**config.mk**
```make
export PLATFORM = sky130hd
export DESIGN_NAME = smb_host_regs
export DESIGN_NICKNAME = d
export VERILOG_FILES = /design/src/rtl/smb_host_pkg.sv /design/src/rtl/smb_blk_buf.sv /design/src/rtl/smb_txn_fsm.sv /design/src/rtl/smb_host_regs.sv
export SDC_FILE = /design/constraint.sdc
export NUM_CORES = 1
export LEC_CHECK = 0
export ABC_AREA = 0
export BUFFER_PORTS_ARGS = -buffer_cell sky130_fd_sc_hd__buf_4
export CORE_MARGIN = 5
export CORE_UTILIZATION = 45
export DETAILED_ROUTE_END_ITERATION = 10
export GPL_TIMING_DRIVEN = 0
export PLACE_DENSITY_LB_ADDON = 0.2
export SYNTH_ARGS = -nofsm -noshare
export SYNTH_HDL_FRONTEND = slang
export SYNTH_SLANG_ARGS = --single-unit
```
**constraint.sdc**
```tcl
create_clock -name clk -period 2.3 [get_ports clk]
set_clock_uncertainty 0.1 [all_clocks]
set_input_delay 0.23 -clock clk [delete_from_list [all_inputs] [get_ports clk]]
set_output_delay 0.23 -clock clk [all_outputs]
set_load 0.02 [all_outputs]
```
**src/rtl/smb_host_pkg.sv**
```systemverilog
package smb_host_pkg;
  localparam logic [2:0] OFS_STS = 3'd0;
  localparam logic [2:0] OFS_CTL = 3'd2;
  localparam logic [2:0] OFS_CMD = 3'd3;
  localparam logic [2:0] OFS_ADR = 3'd4;
  localparam logic [2:0] OFS_DT0 = 3'd5;
  localparam logic [2:0] OFS_DT1 = 3'd6;
  localparam logic [2:0] OFS_BLK = 3'd7;

  localparam int CTL_GO_BIT = 6;

  typedef enum logic [2:0] {
    PR_QUICK = 3'd0,
    PR_BYTE  = 3'd1,
    PR_BDATA = 3'd2,
    PR_WORD  = 3'd3,
    PR_BLOCK = 3'd5
  } proto_e;

  function automatic logic proto_known(input logic [2:0] code);
    return (code == PR_QUICK) || (code == PR_BYTE) || (code == PR_BDATA) ||
           (code == PR_WORD) || (code == PR_BLOCK);
  endfunction
endpackage

```
**src/rtl/smb_blk_buf.sv**
```systemverilog
module smb_blk_buf #(
  parameter int DEPTH = 32,
  parameter int W     = 8,
  localparam int IW   = $clog2(DEPTH)
) (
  input  logic          clk,
  input  logic          rst_n,
  input  logic          idx_clr,
  input  logic          host_wr,
  input  logic          host_rd,
  input  logic [W-1:0]  host_wdata,
  output logic [W-1:0]  host_rdata,
  input  logic          eng_we,
  input  logic [IW-1:0] eng_waddr,
  input  logic [W-1:0]  eng_wdata,
  input  logic [IW-1:0] eng_raddr,
  output logic [W-1:0]  eng_rdata
);
  localparam logic [IW-1:0] LAST = IW'(DEPTH - 1);

  logic [W-1:0]  mem [DEPTH];
  logic [IW-1:0] idx;
  logic          step;

  assign step       = host_wr || host_rd;
  assign host_rdata = mem[idx];
  assign eng_rdata  = mem[eng_raddr];

  always_ff @(posedge clk) begin
    if (!rst_n) begin
      idx <= '0;
    end else if (idx_clr) begin
      idx <= '0;
    end else if (step) begin
      idx <= (idx == LAST) ? '0 : idx + 1'b1;
    end
  end

  always_ff @(posedge clk) begin
    if (!rst_n) begin
      for (int i = 0; i < DEPTH; i++) mem[i] <= '0;
    end else begin
      if (eng_we) mem[eng_waddr] <= eng_wdata;
      if (host_wr) mem[idx] <= host_wdata;
    end
  end


  idx_wrap_chk: assert property (@(posedge clk) disable iff (!rst_n)
    (step && !idx_clr && idx == LAST) |=> (idx == '0));

  idx_clear_chk: assert property (@(posedge clk) disable iff (!rst_n)
    idx_clr |=> (idx == '0));
endmodule

```
**src/rtl/smb_txn_fsm.sv**
```systemverilog
module smb_txn_fsm (
  input  logic clk,
  input  logic rst_n,
  input  logic launch,
  input  logic launch_bad,
  input  logic req_ready,
  input  logic resp_valid,
  input  logic resp_error,
  output logic busy,
  output logic req_valid,
  output logic resp_ready,
  output logic fin_ok,
  output logic fin_err
);
  typedef enum logic [1:0] {ST_IDLE, ST_REQ, ST_WAIT} st_e;
  st_e st;

  always_ff @(posedge clk) begin
    if (!rst_n) begin
      st <= ST_IDLE;
    end else begin
      unique case (st)
        ST_IDLE: if (launch && !launch_bad) st <= ST_REQ;
        ST_REQ:  if (req_ready) st <= ST_WAIT;
        ST_WAIT: if (resp_valid) st <= ST_IDLE;
        default: st <= ST_IDLE;
      endcase
    end
  end

  logic took;
  assign busy       = (st != ST_IDLE);
  assign req_valid  = (st == ST_REQ);
  assign resp_ready = (st == ST_WAIT);
  assign took       = resp_valid && resp_ready;
  assign fin_ok     = took && !resp_error;
  assign fin_err    = (took && resp_error) || (launch && launch_bad && st == ST_IDLE);


  req_hold_chk: assert property (@(posedge clk) disable iff (!rst_n)
    (req_valid && !req_ready) |=> req_valid);

  resp_after_req_chk: assert property (@(posedge clk) disable iff (!rst_n)
    $rose(resp_ready) |-> $past(req_valid && req_ready));

  launch_idle_chk: assert property (@(posedge clk) disable iff (!rst_n)
    launch |-> !busy);
endmodule

```
**src/rtl/smb_host_regs.sv**
```systemverilog
module smb_host_regs
  import smb_host_pkg::*;
#(
  parameter int DW        = 8,
  parameter int BUF_DEPTH = 32,
  localparam int IW       = $clog2(BUF_DEPTH)
) (
  input  logic          clk,
  input  logic          rst_n,
  input  logic          host_wr,
  input  logic          host_rd,
  input  logic [2:0]    host_addr,
  input  logic [DW-1:0] host_wdata,
  output logic [DW-1:0] host_rdata,
  output logic          req_valid,
  input  logic          req_ready,
  output logic [2:0]    req_proto,
  output logic          req_read,
  output logic [DW-2:0] req_target,
  output logic [DW-1:0] req_cmd,
  output logic [2*DW-1:0] req_data,
  input  logic          resp_valid,
  output logic          resp_ready,
  input  logic          resp_error,
  input  logic [2*DW-1:0] resp_data,
  input  logic          eng_buf_we,
  input  logic [IW-1:0] eng_buf_waddr,
  input  logic [DW-1:0] eng_buf_wdata,
  input  logic [IW-1:0] eng_buf_raddr,
  output logic [DW-1:0] eng_buf_rdata
);
  logic [4:0]    ctl_q;
  logic [DW-1:0] cmd_q, adr_q, dt0_q, dt1_q;
  logic          st_done, st_err;
  logic          busy, fin_ok, fin_err, launch, launch_bad;
  logic [DW-1:0] blk_rdata;

  logic wr_sts, wr_ctl, wr_cmd, wr_adr, wr_dt0, wr_dt1, blk_wr, blk_rd;
  assign wr_sts = host_wr && host_addr == OFS_STS;
  assign wr_ctl = host_wr && host_addr == OFS_CTL;
  assign wr_cmd = host_wr && host_addr == OFS_CMD;
  assign wr_adr = host_wr && host_addr == OFS_ADR;
  assign wr_dt0 = host_wr && host_addr == OFS_DT0;
  assign wr_dt1 = host_wr && host_addr == OFS_DT1;
  assign blk_wr = host_wr && host_addr == OFS_BLK;
  assign blk_rd = host_rd && host_addr == OFS_BLK && !host_wr;

  assign launch     = wr_ctl && host_wdata[CTL_GO_BIT] && !busy;
  assign launch_bad = !proto_known(host_wdata[4:2]);

  smb_txn_fsm u_fsm (
    .clk(clk), .rst_n(rst_n), .launch(launch), .launch_bad(launch_bad),
    .req_ready(req_ready), .resp_valid(resp_valid), .resp_error(resp_error),
    .busy(busy), .req_valid(req_valid), .resp_ready(resp_ready),
    .fin_ok(fin_ok), .fin_err(fin_err)
  );

  smb_blk_buf #(.DEPTH(BUF_DEPTH), .W(DW)) u_buf (
    .clk(clk), .rst_n(rst_n), .idx_clr(launch),
    .host_wr(blk_wr), .host_rd(blk_rd), .host_wdata(host_wdata),
    .host_rdata(blk_rdata),
    .eng_we(eng_buf_we), .eng_waddr(eng_buf_waddr), .eng_wdata(eng_buf_wdata),
    .eng_raddr(eng_buf_raddr), .eng_rdata(eng_buf_rdata)
  );

  // register file and request latch
  always_ff @(posedge clk) begin
    if (!rst_n) begin
      ctl_q <= '0; cmd_q <= '0; adr_q <= '0; dt0_q <= '0; dt1_q <= '0;
      st_done <= 1'b0; st_err <= 1'b0;
      req_proto <= '0; req_read <= 1'b0; req_target <= '0;
      req_cmd <= '0; req_data <= '0;
    end else begin
      if (wr_ctl && !busy) ctl_q <= host_wdata[4:0];
      if (wr_cmd) cmd_q <= host_wdata;
      if (wr_adr) adr_q <= host_wdata;
      if (wr_dt0) dt0_q <= host_wdata;
      if (wr_dt1) dt1_q <= host_wdata;

      if (wr_sts) begin
        if (host_wdata[1]) st_done <= 1'b0;
        if (host_wdata[2]) st_err  <= 1'b0;
      end
      if (launch) begin
        st_done    <= 1'b0;
        st_err     <= 1'b0;
        req_proto  <= host_wdata[4:2];
        req_read   <= adr_q[0];
        req_target <= adr_q[DW-1:1];
        req_cmd    <= cmd_q;
        req_data   <= {dt1_q, dt0_q};
      end
      if (fin_ok)  st_done <= 1'b1;
      if (fin_err) st_err  <= 1'b1;

      if (fin_ok && req_read) begin
        case (req_proto)
          PR_BYTE, PR_BDATA, PR_BLOCK: dt0_q <= resp_data[DW-1:0];
          PR_WORD: begin
            dt0_q <= resp_data[DW-1:0];
            dt1_q <= resp_data[2*DW-1:DW];
          end
          default: ;
        endcase
      end
    end
  end

  always_comb begin
    case (host_addr)
      OFS_STS: host_rdata = {{(DW-3){1'b0}}, st_err, st_done, busy};
      OFS_CTL: host_rdata = {{(DW-5){1'b0}}, ctl_q};
      OFS_CMD: host_rdata = cmd_q;
      OFS_ADR: host_rdata = adr_q;
      OFS_DT0: host_rdata = dt0_q;
      OFS_DT1: host_rdata = dt1_q;
      OFS_BLK: host_rdata = blk_rdata;
      default: host_rdata = '0;
    endcase
  end


  req_fields_stable_chk: assert property (@(posedge clk) disable iff (!rst_n)
    (req_valid && !req_ready) |=> ($stable(req_proto) && $stable(req_target) &&
                                   $stable(req_cmd) && $stable(req_data) && $stable(req_read)));

  flags_exclusive_chk: assert property (@(posedge clk) disable iff (!rst_n)
    !(st_done && st_err));

  bad_proto_no_req_chk: assert property (@(posedge clk) disable iff (!rst_n)
    (launch && launch_bad) |=> (!req_valid && st_err));

  ctl_frozen_chk: assert property (@(posedge clk) disable iff (!rst_n)
    (busy && $past(busy)) |-> $stable(ctl_q));
endmodule

```
==> run summary <==
CP most frequent cell: buf_4
EDFF count, synth: 256
Cell family with most CP delay: buffers and inverters
Mux cell area share after synthesis: 18.9%
Final number of setup-violating endpoints: 16
Setup TNS: -11.44 ns
Adder-cell share of the synthesized area: 0.312%
Tcrit/Tclk final: 140%
Max stage delay cell, worst path: mux4_2
Vias: 18200
Final ANT Viol Nets: 0
Arr. time, crit path: 2.88 ns
Sequential-to-total area share from yosys stat: 47.0%
Vias in the first global route: 17100
Buf+Inv Stages, Crit Path: 4
Via/cell ratio: 6.50
Post-Syn Area: 20000 um2
Seq cells post-synth: 342
Cells after Synth: 1978
Hold Vio Cnt, Final: 0
Worst-Margin Slew: 1.22 ns
WL/cell: 31.2 um
Drt drc: 0
Run status: finished with violations
Largest net degree at the start of global routing: 14
Share of cells above drive strength 1: 23.3%
Die Y: 221 um
Slack of the critical path: -0.910 ns
CTS buffer count: 40
Clock-pin slew on the worst setup and hold paths: 0.06 ns
Clk_lat worst skew: 0.57 ns
Worst vdd ir: 0.000432 V
H-tree level count: 2
First-pass GRT wire length: 122000 um
Syn_nets: 2036
Worst hold-check path type: in2reg
CP startpoint kind: flop
Footprint of the multi-input gates: 10600 um2
Total core area: 44100 um2
Worst-path maximum fanout: 10
Crit path kind: reg2out
Max Slew Vio Count: 0
Final min period: 3.21 ns
Layout Cells excl Fill: 2795
Initial antenna violation count: 0
CTS tree: built
Clk sink count: 342
Leakage power: 8.04 nW
Slew HR: 18.5%
Dpl cells: 2655
Most used flip-flop cell after synthesis: edfxtp_1
Starting density of the core: 45.4%
Pre-antenna DRT Iters: 6
Ports: 106
RSZ-0062 raised after global routing: true
Kind of end point of the critical path: output pin
Synth Area in Simple Gates: 16.3%
Port Buffer Count: 85
Slowest stage delay, CP: 0.39 ns
Grt ovf: 0
Async set-reset flop share out of synthesis: 0%
Final wirelength: 87100 um
PwrDens: 623 nW/um2
Synth warnings: 0
Failing checks: negative setup slack
Tot GR Track Use: 34.2%
Routability congestion estimate: 1.04
Fmax: 0.312 GHz
Die area: 48800 um2
Cell Rows: 77
Nets: 2232
Syn Area/Cell: 10.1 um2
Clk buf depth: 3
Die Wd: 221 um
HPWL Detailed: 61900 um
Crit-path cells: buf_4, buf_12, buf_8, mux4_2, mux2i_2, o211ai_1, a221o_1, buf_4
Register area: 9410 um2
Synth cell types: 50
MaxCap Viol Count: 0
Area grow syn2layout: 22.0%
Layout fillers: 3834
Root buffer selected by CTS: clkbuf_16
Starting DRT DRC Count: 2622
Final Util: 55.4%
CP required: 1.97 ns
Main combinational cell family by area after synthesis: multiplexers
Number of antenna repair diodes: 0
Synth Area in Compound Gates: 13.3%
Xor and xnor fraction of the mapped netlist area: 0%
final timing paths:
kind | cells past startpoint | endpoint | from | slack (ns)
setup / recovery | 8 | host_rdata[2] | flop | -0.91
hold / removal | 4 | st_err | host_wdata[3] | 0.05
setup reg to reg | 5 | u_buf.mem[26][5] | u_buf.idx[2] | 0.05
hold reg to reg | 2 | req_data[7] | req_data[7] | 0.36
synth_stat cells, types with 9 or more instances:
master / n / area share (%)
mux2_2: 10 / 0.56
edfxtp_1: 256 / 38
nor2_1: 64 / 1.2
mux2i_1: 115 / 5.7
mux4_2: 112 / 13
o31ai_1: 57 / 2.1
inv_1: 15 / 0.28
buf_2: 44 / 1.1
dfxtp_1: 86 / 8.6
nand3b_1: 14 / 0.52
o211ai_1: 10 / 0.37
o211a_1: 17 / 0.85
nor2b_1: 30 / 0.94
a22oi_1: 27 / 1.0
nand3_1: 15 / 0.37
nand4_1: 9 / 0.28
a21boi_0: 39 / 1.5
nand2_1: 598 / 11
o21ai_0: 203 / 5.1
buf_1: 25 / 0.47
clkbuf_1: 113 / 2.1
o221ai_1: 18 / 0.79
power breakdown:
part,switching [mW],leakage [nW],internal [mW]
Sequential,0.225,3.16,6.89
Clock,2.72,0.599,3.38
Combinational,1.23,4.28,0.763
Total,4.18,8.04,11.0
flip-flops by register name (all words and copies together) (netlist names), 5 cells and up, named ones only:
signal      count
ctl_q           5
dt1_q           8
adr_q           8
cmd_q           8
req_data       16
u_buf.idx       5
req_cmd         8
req_target      7
u_buf.mem     256
dt0_q           8
metal layers:
metal	routed length [um]	track usage, %	up-vias
li1	-	-	7634
met1	31600	44.4	8822
met2	38400	51.9	1397
met3	10800	9.30	314
met4	6280	19.4	0
met5	0	0	-
kinds of logic (layout without fill, tap and decap cells):
family | count (synthesis) | in the layout
adders and majority gates | 5 | 5
AOI/OAI and AO/OA | 412 | 412
muxes | 237 | 237
and+or+nand+nor | 777 | 777
DFF | 342 | 342
buffers and inverters | 205 | 430
metrics by stage:
| stage | cell area [um2] | hold WS (ns) | power [mW] | setup slack (ns) |
|---|---|---|---|---|
| floorplan | 20000 | 0.286 | 8.04 | 0.00182 |
| global placement | 21400 | 0.345 | 8.88 | -1.57 |
| detailed placement | 21400 | 0.350 | 8.89 | -1.58 |
| CTS | 24100 | 0.0351 | 15.1 | -0.873 |
| global route | 24400 | 0.0706 | 15.5 | -0.875 |
| finish | 24400 | 0.0461 | 15.2 | -0.910 |
placed cells by master (no fill, tap or decap), types with 7 or more instances in the layout:
cell type / n
nand2_1: 596
edfxtp_1: 256
o21ai_0: 202
buf_4: 123
mux4_2: 112
mux2i_1: 96
clkbuf_1: 84
dfxtp_1: 83
o31ai_1: 57
clkbuf_16: 42
a21boi_0: 39
nor2_1: 35
buf_2: 30
nor2b_1: 29
a22oi_1: 25
dlygate4sd3_1: 24
buf_1: 22
nor2_2: 20
buf_6: 20
clkbuf_2: 19
nor2_4: 17
o211a_1: 17
mux2i_4: 16
inv_1: 15
nand3b_1: 14
o221ai_4: 14
buf_12: 11
clkinv_2: 11
o211ai_1: 10
nand4_1: 9
nand3_1: 9
mux2_4: 8
a221o_1: 8
clkbuf_4: 7
or3b_2: 7
worst register-to-register path: cells and delay by family, from the launching register on:
family / cells / cell delay [ns]
flops: 1 / 0.34
simple gates: 1 / 0.33
buf+inv: 3 / 0.66
compound gates: 1 / 0.46
cell type report:
type	count	share of cell area [%]
Sequential cell	342	38.5
Tap cell	592	3.03
Clock inverter	19	0.374
Timing Repair Buffer	158	5.75
Clock buffer	52	4.53
Inverter	15	0.230
Buffer	186	4.32
Multi-Input combinational cell	1431	43.2
what timing repair did:
action	in CTS	in global routing
setup buffers	31	17
resized for setup	214	73
gates cloned	1	0
endpoints found under the hold margin	22	0
pin swaps	12	16
hold buffers	24	0
setup endpoints to repair	521	344
(Power assumes the default switching activity.)
